==> src/rtl/ir_pkg.sv <==
package ir_pkg;
    typedef enum logic {
        ST_QUIET  = 1'b0,
        ST_RAISED = 1'b1
    } irq_state_e;
endpackage

==> src/rtl/ir_rank_finder.sv <==
module ir_rank_finder #(
    parameter int N = 8,
    localparam int W = $clog2(N)
) (
    input  logic [N-1:0] vec,
    input  logic [W-1:0] offset,
    output logic [W:0]   rank
);
    logic [N-1:0] rot;

    for (genvar p = 0; p < N; p++) begin : g_rot
        localparam logic [W-1:0] PW = W'(p);
        assign rot[p] = vec[PW + offset];
    end

    always_comb begin
        rank = (W+1)'(N);
        for (int p = N - 1; p >= 0; p--) begin
            if (rot[p]) rank = (W+1)'(p);
        end
    end
endmodule

==> src/rtl/ir_service_state.sv <==
module ir_service_state #(
    parameter int N = 8,
    localparam int W = $clog2(N)
) (
    input  logic         clk,
    input  logic         rst_n,
    input  logic         cfg_load,
    input  logic [W-1:0] cfg_offset,
    input  logic         cfg_auto_eoi,
    input  logic         cfg_rotate,
    input  logic         cfg_nested,
    input  logic         ack_take,
    input  logic [W-1:0] ack_line,
    input  logic         eoi_take,
    input  logic [W-1:0] eoi_line,
    output logic [N-1:0] isr,
    output logic [W-1:0] offset,
    output logic         aeoi_mode,
    output logic         rot_mode,
    output logic         nested_mode
);
    logic [N-1:0] set_mask;
    logic [N-1:0] clr_mask;

    always_comb begin
        set_mask = '0;
        clr_mask = '0;
        if (ack_take && !aeoi_mode) set_mask[ack_line] = 1'b1;
        if (eoi_take)               clr_mask[eoi_line] = 1'b1;
    end

    always_ff @(posedge clk) begin
        if (!rst_n) begin
            isr         <= '0;
            offset      <= '0;
            aeoi_mode   <= 1'b0;
            rot_mode    <= 1'b0;
            nested_mode <= 1'b0;
        end else begin
            isr <= (isr & ~clr_mask) | set_mask;
            if (cfg_load) begin
                offset      <= cfg_offset;
                aeoi_mode   <= cfg_auto_eoi;
                rot_mode    <= cfg_rotate;
                nested_mode <= cfg_nested;
            end else if (ack_take && aeoi_mode && rot_mode) begin
                offset <= ack_line + W'(1);
            end
        end
    end
endmodule

==> src/rtl/ir_rank_arbiter.sv <==
module ir_rank_arbiter
    import ir_pkg::*;
#(
    parameter int N            = 8,
    parameter int CASCADE_LINE = 2,
    parameter bit CASCADE_EN   = 1'b1,
    localparam int W = $clog2(N)
) (
    input  logic         clk,
    input  logic         rst_n,
    input  logic [N-1:0] req_vec,
    input  logic         ack,
    input  logic         eoi,
    input  logic         cfg_load,
    input  logic [W-1:0] cfg_offset,
    input  logic         cfg_auto_eoi,
    input  logic         cfg_rotate,
    input  logic         cfg_nested,
    output logic         irq,
    output logic [W-1:0] sel_line,
    output logic         no_req
);
    logic [N-1:0] isr;
    logic [N-1:0] isr_cmp;
    logic [W-1:0] offset;
    logic         aeoi_mode;
    logic         rot_mode;
    logic         nested_mode;
    logic [W:0]   pend_rank;
    logic [W:0]   svc_rank;
    logic [W:0]   top_rank;
    logic         win_none;
    logic [W-1:0] win_line;
    logic [W-1:0] eoi_line;
    logic         raise_c;
    irq_state_e   state_q;
    irq_state_e   state_d;

    always_comb begin
        isr_cmp = isr;
        if (CASCADE_EN && nested_mode) isr_cmp[CASCADE_LINE] = 1'b0;
    end

    ir_rank_finder #(.N(N)) u_pend (.vec(req_vec), .offset(offset), .rank(pend_rank));
    ir_rank_finder #(.N(N)) u_svc  (.vec(isr_cmp), .offset(offset), .rank(svc_rank));
    ir_rank_finder #(.N(N)) u_top  (.vec(isr),     .offset(offset), .rank(top_rank));

    assign win_none = pend_rank[W];
    assign win_line = pend_rank[W-1:0] + offset;
    assign eoi_line = top_rank[W-1:0] + offset;
    assign raise_c  = pend_rank < svc_rank;

    ir_service_state #(.N(N)) u_state (
        .clk         (clk),
        .rst_n       (rst_n),
        .cfg_load    (cfg_load),
        .cfg_offset  (cfg_offset),
        .cfg_auto_eoi(cfg_auto_eoi),
        .cfg_rotate  (cfg_rotate),
        .cfg_nested  (cfg_nested),
        .ack_take    (ack && !win_none),
        .ack_line    (win_line),
        .eoi_take    (eoi && !top_rank[W]),
        .eoi_line    (eoi_line),
        .isr         (isr),
        .offset      (offset),
        .aeoi_mode   (aeoi_mode),
        .rot_mode    (rot_mode),
        .nested_mode (nested_mode)
    );

    always_comb begin
        unique case (state_q)
            ST_QUIET:  state_d = raise_c ? ST_RAISED : ST_QUIET;
            ST_RAISED: state_d = raise_c ? ST_RAISED : ST_QUIET;
            default:   state_d = ST_QUIET;
        endcase
    end

    always_ff @(posedge clk) begin
        if (!rst_n) state_q <= ST_QUIET;
        else        state_q <= state_d;
    end

    always_ff @(posedge clk) begin
        if (!rst_n) begin
            sel_line <= '0;
            no_req   <= 1'b1;
        end else begin
            sel_line <= win_line;
            no_req   <= win_none;
        end
    end

    assign irq = (state_q == ST_RAISED);
endmodule

==> config.mk <==
export PLATFORM = sky130hd
export DESIGN_NAME = ir_rank_arbiter
export DESIGN_NICKNAME = d
export VERILOG_FILES = /design/src/rtl/ir_pkg.sv /design/src/rtl/ir_rank_finder.sv /design/src/rtl/ir_service_state.sv /design/src/rtl/ir_rank_arbiter.sv
export SDC_FILE = /design/constraint.sdc
export NUM_CORES = 1
export LEC_CHECK = 0
export ABC_AREA = 1
export BUFFER_PORTS_ARGS = -buffer_cell sky130_fd_sc_hd__clkbuf_2
export CAP_MARGIN = 20
export CORE_MARGIN = 5
export CORE_UTILIZATION = 50
export DETAILED_ROUTE_END_ITERATION = 16
export PLACE_DENSITY = 0.69
export SYNTH_ARGS = -nofsm -noshare
export SYNTH_HDL_FRONTEND = slang
export SYNTH_SLANG_ARGS = --single-unit
==> constraint.sdc <==
create_clock -name clk -period 6.1 [get_ports clk]
set_input_delay 1.22 -clock clk [delete_from_list [all_inputs] [get_ports clk]]
set_output_delay 1.22 -clock clk [all_outputs]
set_load 0.02 [all_outputs]
# == Yosys cells after proc, flatten, opt, wreduce, memory -nomap -nowiden ==
# Cells that the tools add are included.
# totals
ramBits,0
reg_bits,19
romBits,0
latch_bits,0
out_inout_bits,5
wordCells,127
n_memories,0
# classes
n_shift,0
bitwise,3
multipliers,0
div,0
n_mux,82
order_cmp,13
reduce_logical,11
n_eq_ne,0
addsub,10
# op_table
op,count
4-bit two-way mux,24
1-bit binary-select mux with 3-bit select,24
"3-bit by 4-bit < comparator with 1-bit output, second input constant",10
1-bit two-way mux,28
8-bit two-way mux,2
"3-bit adder, first input constant",4
8-bit AND,1
8-bit NOT,1
8-bit bitwise OR,1
1-bit logical AND,7
"2-bit by 3-bit adder with 3-bit output, first input constant",2
3-bit adder,2
1-bit demux with 3-bit select,2
"3-bit by 1-bit >= comparator with 1-bit output, second input constant",2
3-bit two-way mux,2
4-bit < comparator,1
"1-bit by 3-bit adder with 3-bit output, first input constant",1
"3-bit by 1-bit adder with 3-bit output, second input constant",1
1-bit zero test,3
2-bit nonzero test,1

# == Depth between registers and ports, before layout ==
# Gate-level depths: netlist (run 1).
# depth
word_depth,20
depth_mapped,27
depth_no_buf,26

# == By module ==
# From an unflattened synthesis (run 1), not the netlist that was laid out.
# hier_totals
hier_cells,441
hier_area_um2,2409.8
# modules_own_cells
mod,cells_each,seq_area_each_um2,area_per_inst_um2,instances
ir_rank_finder,95,0.0,445.4,3
ir_service_state,101,280.3,678.2,1
ir_rank_arbiter,55,100.1,395.4,1

# == Worst setup path after synthesis (run 1) ==
# Ideal clock, no wire load.
# synth_timing
path_kind,reg-to-reg
startpoint,register u_state.offset[1]
endpoint,register u_state.isr[0]
synth_period_minus_slack_ns,3.429
arrival_ns,3.296
path_stages_with_launch,23
required_time_ns,5.968
setup_slack_ns,2.671
setup_ns,0.132
path_buffers,1
path_cell_list,dfxtp_1 clkinv_1 ha_1 buf_4 clkinv_1 nand2_1 nand2_1 nand2_1 o21ai_0 inv_1 a31oi_1 o21ai_0 nand2_1 a21boi_0 ha_1 inv_1 fa_1 xor2_1 nand3b_1 nand2_2 nand3_1 nand2_1 a21oi_1
# synth_via
elab_chain_cells,20
# synth_lines
element,line,text
start: declaration,ir_service_state.sv:17,"output logic [W-1:0] offset,"
start signal: assignment,ir_service_state.sv:42,offset <= cfg_offset;
start signal: assignment,ir_service_state.sv:47,offset <= ack_line + W'(1);
3-bit adder,ir_rank_finder.sv:13,assign rot[p] = vec[PW + offset];
1-bit binary-select mux with 3-bit select,ir_rank_finder.sv:13,
1-bit two-way mux (implied by the code),ir_rank_finder.sv:13,
4-bit two-way mux (8 in series),ir_rank_finder.sv:19,if (rot[p]) rank = (W+1)'(p);
3-bit adder,ir_rank_arbiter.sv:50,assign eoi_line = top_rank[W-1:0] + offset;
3-bit by 4-bit < comparator with 1-bit output (implied by the code) / 3-bit by 1-bit >= comparator with 1-bit output (equally long branches),ir_service_state.sv:29,if (eoi_take) clr_mask[eoi_line] = 1'b1;
1-bit logical AND (implied by the code),ir_service_state.sv:29,
1-bit two-way mux (implied by the code),ir_service_state.sv:29,
1-bit demux with 3-bit select,--,
8-bit two-way mux,ir_service_state.sv:29,
8-bit NOT,ir_service_state.sv:40,isr <= (isr & ~clr_mask) | set_mask;
8-bit AND,ir_service_state.sv:40,
8-bit bitwise OR (*),ir_service_state.sv:40,
end signal: assignment,ir_service_state.sv:40,
end: declaration,ir_service_state.sv:16,"output logic [N-1:0] isr,"
# Mark *: on every way between the ends. The rest lies on a longest branch, timed or not. The select of a mux whose other input is x is not followed.
# A chain may end at the register's enable or synchronous reset.

# == Final worst setup path (run 1) ==
# layout_timing
startpoint,register u_state.offset[1]
endpoint,register u_state.isr[1]
# Same word-level chain as after synthesis.

==> flow_summary.json, run 1 <==
{
  "hp-start": "u_state.aeoi_mode",
  "clock_latency_ps": 260,
  "swShare_pct": 51.4,
  "hold_viol": 0,
  "avgSynthCellArea_um2": 5.58,
  "synth_cell_types": 28,
  "clockPowerShare_pct": 12.3,
  "cp.arrival_ps": 4560,
  "fillerInstances": 411,
  "hold_depth": 2,
  "synth-edff-count": 0,
  "antenna_found_initial": 0,
  "drtIter0Drc": 125,
  "dpl.hpwl_um": 4130,
  "fin_worst_skew_ps": 7.95,
  "grt_pass1_vias": 2114,
  "setup_viol": 0,
  "min_path_type": "flip-flop to flip-flop",
  "holdBufCountCts": 0,
  "r2r-end": "u_state.isr[1]",
  "netlist_area_um2": 1980,
  "htree_levels": 1,
  "r2r_cells": 21,
  "cp.required_ps": 6220,
  "worst_slack_ps": 1660,
  "cp-end-kind": "flip-flop",
  "maxCapViolations": 0,
  "setup.reg_to_reg.worst_slack_ps": 1660,
  "path_class": "flip-flop to flip-flop",
  "synth-main-ff-cell": "dfxtp_1",
  "ant_nets": 0,
  "internal_power_uw": 348,
  "synthArstFlopShare_pct": 0,
  "leakagePower_uw": 0.00117,
  "gr-total-overflow": 0,
  "cts_max_path_buffers": 2,
  "combPwrFrac_pct": 65.2,
  "io_pins": 24,
  "die_y_um": 72.9,
  "synthToLayoutAreaGrowth_pct": 8.28,
  "vias": 2196,
  "startpoint_type": "flip-flop",
  "n_antenna_cell": 0,
  "drt_pass1_iterations": 4,
  "postCtsSetupBuffers": 0,
  "root_buffer": "clkbuf_8",
  "cts_tree": "yes",
  "drive_gt1_share_pct": 12.5,
  "seq_power_share_pct": 22.5,
  "setup_tns_ps": 0,
  "synth.net_count": 384,
  "switching_power_uw": 368,
  "grt_pass1_wl_um": 8980,
  "rows": 22,
  "seq_area_frac_synth_pct": 19.2,
  "numCtsBuffers": 3,
  "tightest_slew_ps": 546,
  "port_buffers": 23,
  "synth_cells": 355,
  "min_to": "u_state.aeoi_mode",
  "grt_max_degree": 23,
  "outcome": "finished clean",
  "viasPerCell": 5.19,
  "clk_pin_slew_ps": 80,
  "ys_ff_latch": 19,
  "p_per_area_nw_per_um2": 334,
  "dieArea_um2": 5320,
  "crit_fanout": 14,
  "fin_crit_ps": 4440,
  "min_period_over_period_pct": 72.8,
  "r2r-start": "u_state.offset[1]",
  "start_util_pct": 52.9,
  "slew_headroom_pct": 63.5,
  "drc": 0,
  "rsz0062_at_grt": "false",
  "routedWlPerCell_um": 11.9,
  "core-area_um2": 3740,
  "gp_congestion": 0.878,
  "yosysWarnings": 0,
  "final_nets": 405,
  "slew_viol_final": 0,
  "place_ws_ps": 1710,
  "timing.fmax_mhz": 225,
  "die_x_um": 72.9,
  "ir_drop_mv": 0.180,
  "post_cts_resized": 0,
  "cts_num_sinks": 19,
  "routed_wirelength_um": 5050,
  "grt_usage_pct": 20.7
}
==> worst max path at each step <==
stage,from,to,cells past startpoint
6_report,u_state.offset[1],u_state.isr[1],21
4_1_cts,u_state.offset[1],u_state.isr[1],21
3_5_place_dp,u_state.offset[1],u_state.isr[1],21
5_1_grt,u_state.offset[1],u_state.isr[3],21
3_3_place_gp,u_state.offset[1],u_state.isr[3],21
2_1_floorplan,u_state.offset[1],u_state.isr[0],22
==> metrics by stage <==
stage               util, %  power, uW  instance area, um^2  hold WS [ps]  std cells
finish                 57.3        716                 2140           481        423
global route           57.3        804                 2140           517        423
CTS                    57.3        717                 2140           481        423
detailed placement     56.0        626                 2100           470        419
global placement       56.0        624                 2100           459        419
floorplan                 -        533                 1980           449        355
==> layout by cell type (no fill, tap or decap) <==
cell type	count
nand2_2	6
fa_1	2
o21bai_1	2
nand3b_1	3
buf_4	1
ha_1	8
a211o_1	1
dfxtp_1	19
nand2_1	152
o21ai_1	4
nor2_2	6
a21boi_0	1
a21oi_1	15
clkinv_1	2
clkbuf_8	3
nor3_1	2
clkbuf_2	23
xnor2_1	2
nand4_1	3
and2_1	1
inv_2	7
nand3_1	41
a31oi_1	3
clkinv_2	1
o21ai_0	22
inv_1	29
xor2_1	2
nor2_1	14
==> cell families (layout without fill, tap and decap cells) <==
kind of cell	after synthesis	count (layout)	synth area share (%)
DFF	19	19	19.2
and+or+nand+nor	228	228	48.5
AOI/OAI and AO/OA	48	48	12.9
adders and majority gates	10	10	7.08
buffers and inverters	46	66	10.5
xor gates and xnor gates	4	4	1.77
==> power by group through the flow <==
stage               registers (uW)  logic, uW  clock network, uW
global placement               163        460                  0
detailed placement             164        462                  0
global route                   164        545               95.1
floorplan                      168        365                  0
CTS                            161        465               90.4
finish                         161        467               87.8
==> cell usage after synthesis (6+ instances only) <==
cell     count  area share [%]
a21oi_1     15             3.8
dfxtp_1     19              19
ha_1         8             5.1
inv_1       29             5.5
inv_2        7             1.3
nand2_1    152              29
nand2_2      6             1.9
nand3_1     41              10
nor2_1      14             2.7
nor2_2       6             1.9
o21ai_0     22             5.6
==> critical path: stages (launching register included) <==
cell,delay [ps]
dfxtp_1,660
clkinv_1,450
ha_1,600
clkinv_1,300
nand2_1,130
nand2_1,70
nand2_1,70
o21ai_0,120
inv_1,130
a31oi_1,50
o21ai_0,160
nand2_1,60
a21boi_0,180
ha_1,170
inv_1,40
fa_1,360
xor2_1,160
nand3b_1,240
nand2_2,130
nand3_1,80
nand2_1,60
a21oi_1,60
==> layout make-up <==
type | instances | area [um^2] | share of cell area [%]
Multi-Input combinational cell | 290 | 1390 | 64.9
Sequential cell | 19 | 380 | 17.7
Inverter | 38 | 143 | 6.65
Timing Repair Buffer | 24 | 123 | 5.72
Tap cell | 48 | 60.1 | 2.80
Clock buffer | 3 | 41.3 | 1.93
Clock inverter | 1 | 5.00 | 0.234
==> sequential cells by signal, indices dropped and copies added (netlist names) <==
signal / cells
no_req: 1
u_state.isr: 8
u_state.rot_mode: 1
sel_line: 3
irq: 1
u_state.nested_mode: 1
u_state.offset: 3
u_state.aeoi_mode: 1
==> metal layers <==
metal	vias to the layer above	part of all wire (%)	routed length [um]	global-route usage, %
met5	-	0	0	0
met4	0	2.7	135	6.76
met3	8	3.7	187	1.79
met2	43	46	2330	35.9
met1	967	47	2400	26.9
li1	1178	-	-	-
(Power assumes the default switching activity.)
==> run 2, diff against run 1 <==
- clock period: 6.1 -> 4.2 ns (I/O delays scaled with it)
==> run 2 against run 1 <==
  * Clock-buffer cell count did not move
  * First-iteration DRC count rose by 19%
  * Sequential share of layout area fell by 0.18 points
  * Clock skew fell by 1.3 ps
  * Combinational power rose by 48%
  * Worst setup slack got worse by 1100 ps
  * Total power rose by 47%
  * Register-to-register slack got worse by 1100 ps
  * Critical path depth did not move
  * Flip-flop and latch count did not move
  * Non-clock buffer count rose by 3
  * Fmax rose by 21%
==> flow_summary.json, run 2 (synthesis results as in run 1) <==
{
  "setup_tns_ps": 0,
  "place_inst": 422,
  "drive_gt1_share_pct": 13.2,
  "setup_viol": 0,
  "start_util_pct": 52.9,
  "rows": 22,
  "drt_pass1_iterations": 4,
  "worst_slack_ps": 535,
  "cts_num_sinks": 19,
  "postLayoutCoreUtil_pct": 57.9,
  "vias": 2242,
  "routed_wirelength_um": 5180,
  "antenna_found_initial": 0,
  "cp.arrival_ps": 3800,
  "r2r_cells": 21,
  "finalNonFillerCells": 426,
  "die_y_um": 72.9,
  "postCtsSetupBuffers": 0,
  "layout_common_cells": "nand2_1, nand3_1, inv_1",
  "dieArea_um2": 5320,
  "ir_drop_mv": 0.300,
  "core-area_um2": 3740,
  "drc": 0,
  "outcome": "finished clean",
  "n_antenna_cell": 0,
  "synthToLayoutAreaGrowth_pct": 9.42,
  "maxCapViolations": 0,
  "io_pins": 24,
  "top_register": "u_state.isr",
  "min_path_type": "flip-flop to flip-flop",
  "gp_congestion": 0.939,
  "tightest_slew_ps": 591,
  "drtIter0Drc": 149,
  "cp.required_ps": 4340,
  "root_buffer": "clkbuf_8",
  "htree_levels": 1,
  "fin_crit_ps": 3660,
  "path_class": "flip-flop to flip-flop",
  "cts_max_path_buffers": 2,
  "final_nets": 408,
  "cts_tree": "yes",
  "routedWlPerCell_um": 12.2,
  "timing.fmax_mhz": 273,
  "place_ws_ps": 576,
  "p_per_area_nw_per_um2": 487,
  "clk_pin_slew_ps": 80,
  "grt_usage_pct": 21.4,
  "dpl.hpwl_um": 4190,
  "grt_max_degree": 23,
  "rsz0062_at_grt": "false",
  "viasPerCell": 5.26,
  "slew_headroom_pct": 60.6,
  "hold_viol": 0,
  "port_buffers": 23,
  "min_period_over_period_pct": 87.3,
  "post_cts_resized": 0,
  "leakagePower_uw": 0.00118,
  "cp-end-kind": "flip-flop",
  "grt_pass1_wl_um": 9080,
  "crit_fanout": 17,
  "numCtsBuffers": 3,
  "holdBufCountCts": 0,
  "fin_worst_skew_ps": 6.65,
  "ant_nets": 0,
  "startpoint_type": "flip-flop",
  "largestRegisters": "u_state.isr (8), sel_line (3), u_state.offset (3)",
  "gr-total-overflow": 0,
  "largest_reg_flops": 8,
  "die_x_um": 72.9,
  "grt_pass1_vias": 2134,
  "slew_viol_final": 0,
  "layout_commonest_cell": "nand2_1",
  "finalPower_uw": 1050,
  "clock_latency_ps": 270,
  "hold_depth": 2
}
==> run 2: cell count changes in the layout (fill, tap and decap cells not counted), sizes merged <==
cell,change
buf,+3
==> run 2: final timing paths <==
check	from	to	slack (ps)
setup / recovery	u_state.offset[0]	u_state.isr[4]	540
hold / removal	u_state.aeoi_mode	u_state.aeoi_mode	480
setup reg to reg	u_state.offset[0]	u_state.isr[4]	540
hold reg to reg	u_state.aeoi_mode	u_state.aeoi_mode	480
==> run 2: routing by layer <==
layer  global-route usage (%)  share of wire, %
met3                     2.48               5.2
met5                        0                 0
met1                     27.3                46
met2                     36.8                46
met4                     8.20               2.7
==> run 2: area by class of cell <==
| type | count | area [um^2] |
|---|---|---|
| well taps | 48 | 60.1 |
| multi-input cells | 290 | 1390 |
| flip-flops and latches | 19 | 380 |
| repair buffers | 27 | 145 |
| clock buffers | 3 | 41.3 |
| inverters | 38 | 143 |
| clock inverters | 1 | 5.00 |
| fillers | 403 | 1580 |
==> run 2: worst max-delay path, stage by stage (launching register included) <==
cell	delay, ps
dfxtp_1	350
inv_2	130
ha_1	320
buf_4	160
clkinv_1	230
nand2_1	130
nand2_1	70
nand2_1	70
o21ai_0	120
inv_1	130
a31oi_1	50
o21ai_0	140
nand2_1	70
a21boi_0	220
ha_1	190
inv_1	50
fa_1	370
xor2_1	170
nand3b_1	190
nand3_1	120
o21ai_0	170
a21oi_1	80
==> run 2: report_power, final <==
part	switching (uW)	internal (uW)
Sequential	20.2	209
Clock	67.2	66.3
Combinational	455	236
==> run 2: through the flow <==
stage,hold slack [ps],area (um^2)
2_1_floorplan,449,1980
6_report,478,2170
3_3_place_gp,459,2120
4_1_cts,477,2170
3_5_place_dp,466,2120
5_1_grt,502,2170
==> run 3, diff against run 2 <==
- CELL_PAD_IN_SITES_DETAIL_PLACEMENT: unset -> 1
- CELL_PAD_IN_SITES_GLOBAL_PLACEMENT: unset -> 1
- CORE_UTILIZATION: 50 -> 40
- PLACE_DENSITY: 0.69 -> 0.8
==> run 3 against run 2 <==
  * Via count up 2.5%
  * Register-to-register slack lost 20 ps
  * Sequential power hardly changed
  * Worst setup slack got worse by 22 ps
  * Critical path type unchanged
  * Largest power group unchanged
  * Highest routed layer unchanged
==> flow_summary.json, run 3 (synthesis results as in run 1) <==
{
  "outcome": "finished clean",
  "core-area_um2": 4750,
  "drtIter0Drc": 56,
  "final_nets": 407,
  "postCtsSetupBuffers": 0,
  "largest_reg_flops": 8,
  "fin_crit_ps": 3690,
  "drc": 0,
  "clock_latency_ps": 270,
  "grt_usage_pct": 20.9,
  "cp-end-kind": "flip-flop",
  "die_x_um": 80.3,
  "grt_pass1_vias": 2444,
  "grtUsageMet3_pct": 1.91,
  "rows": 25,
  "grt_max_degree": 23,
  "dpl.hpwl_um": 5160,
  "start_util_pct": 41.6,
  "path_class": "flip-flop to flip-flop",
  "routedWlPerCell_um": 13.9,
  "top_register": "u_state.isr",
  "cts_tree": "yes",
  "startpoint_type": "flip-flop",
  "grt.busiest_layer": "met2",
  "antenna_found_initial": 0,
  "setup_viol": 0,
  "routed_wirelength_um": 6170,
  "setup_tns_ps": 0,
  "min_path_type": "flip-flop to flip-flop",
  "rsz0062_at_grt": "false",
  "clk_pin_slew_ps": 80,
  "ant_nets": 0,
  "worst_slack_ps": 513,
  "timing.fmax_mhz": 271,
  "grt_pass1_wl_um": 10700,
  "synthToLayoutAreaGrowth_pct": 10.6,
  "vias": 2299,
  "htree_levels": 1,
  "met1_usage_pct": 24.7,
  "dieArea_um2": 6460,
  "die_y_um": 80.3,
  "fin_worst_skew_ps": 7.34,
  "cp.required_ps": 4330,
  "gr-total-overflow": 0,
  "drive_gt1_share_pct": 13.5,
  "slew_viol_final": 0,
  "port_buffers": 23,
  "viasPerCell": 5.18,
  "place_ws_ps": 435,
  "io_pins": 24,
  "leakagePower_uw": 0.00117,
  "layout_common_cells": "nand2_1, nand3_1, inv_1",
  "n_antenna_cell": 0,
  "slew_headroom_pct": 61.0,
  "cts_num_sinks": 19,
  "hold_viol": 0,
  "root_buffer": "clkbuf_8",
  "ir_drop_mv": 0.235,
  "numCtsBuffers": 3,
  "cts_max_path_buffers": 2,
  "maxCapViolations": 0,
  "drt_pass1_iterations": 4,
  "p_per_area_nw_per_um2": 491,
  "layout_commonest_cell": "nand2_1",
  "tightest_slew_ps": 584,
  "gp_congestion": 0.862,
  "postLayoutCoreUtil_pct": 46.0,
  "min_period_over_period_pct": 87.8,
  "crit_fanout": 17,
  "grt_util_met2_pct": 38.2,
  "largestRegisters": "u_state.isr (8), sel_line (3), u_state.offset (3)",
  "cp.arrival_ps": 3810
}
## run 3: changes by cell type in the layout (fill, tap and decap cells not counted), sizes merged
cell,delta
buf,-1
clkinv,-1
clkinvlp,+1
## run 3: timing repair
| action | 4_1_cts | 5_1_grt |
|---|---|---|
| endpoints found under the setup margin | 0 | 8 |
| hold buffers | 0 | 0 |
| resized for setup | 0 | 2 |
## run 3: final cells by class
type | instances | area, um^2
clock buffers | 3 | 41.3
clock inverters | 1 | 5.00
fillers | 716 | 2570
inverters | 38 | 146
multi-input cells | 290 | 1390
flip-flops and latches | 19 | 380
well taps | 67 | 83.8
repair buffers | 26 | 138
## run 3: metal layers
layer	vias up	share of wire [%]
met3	15	2.5
met2	36	50
met4	0	2.8
li1	1185	-
met5	-	0
met1	1063	45
## run 3: final timing paths
check	from	cells after the start	to	slack (ps)
setup / recovery	u_state.offset[0]	20	u_state.isr[7]	510
hold / removal	u_state.aeoi_mode	2	u_state.aeoi_mode	480
setup reg to reg	u_state.offset[0]	20	u_state.isr[7]	510
hold reg to reg	u_state.aeoi_mode	2	u_state.aeoi_mode	480
## run 3: power by group
part           internal (uW)  switching (uW)  leakage [uW]  total [uW]
Combinational            236             478      0.000993         714
Clock                   66.2            64.4     0.0000255         131
Sequential               209            21.2      0.000156         231
## run 3: stage by stage
stage | cell area, um^2 | hold slack, ps | cells | power [uW]
detailed placement | 2140 | 471 | 440 | 945
floorplan | 1980 | 449 | 355 | 774
global route | 2190 | 526 | 444 | 1210
global placement | 2140 | 459 | 440 | 919
CTS | 2180 | 483 | 444 | 1080
finish | 2190 | 483 | 444 | 1070
## run 3: critical path: stages, from the launching register on
cell        delay (ps)
dfxtp_1            340
inv_2              140
ha_2               500
clkinvlp_4         220
nand2_1            110
nand2_1             70
nand2_1             70
o21ai_0            110
inv_1              130
a31oi_1             50
o21ai_0            170
nand2_1             60
a21boi_0           200
ha_1               180
inv_1               40
fa_1               370
xor2_1             180
nand3b_1           190
nand3_1            100
o21ai_0            200
a21oi_1            110
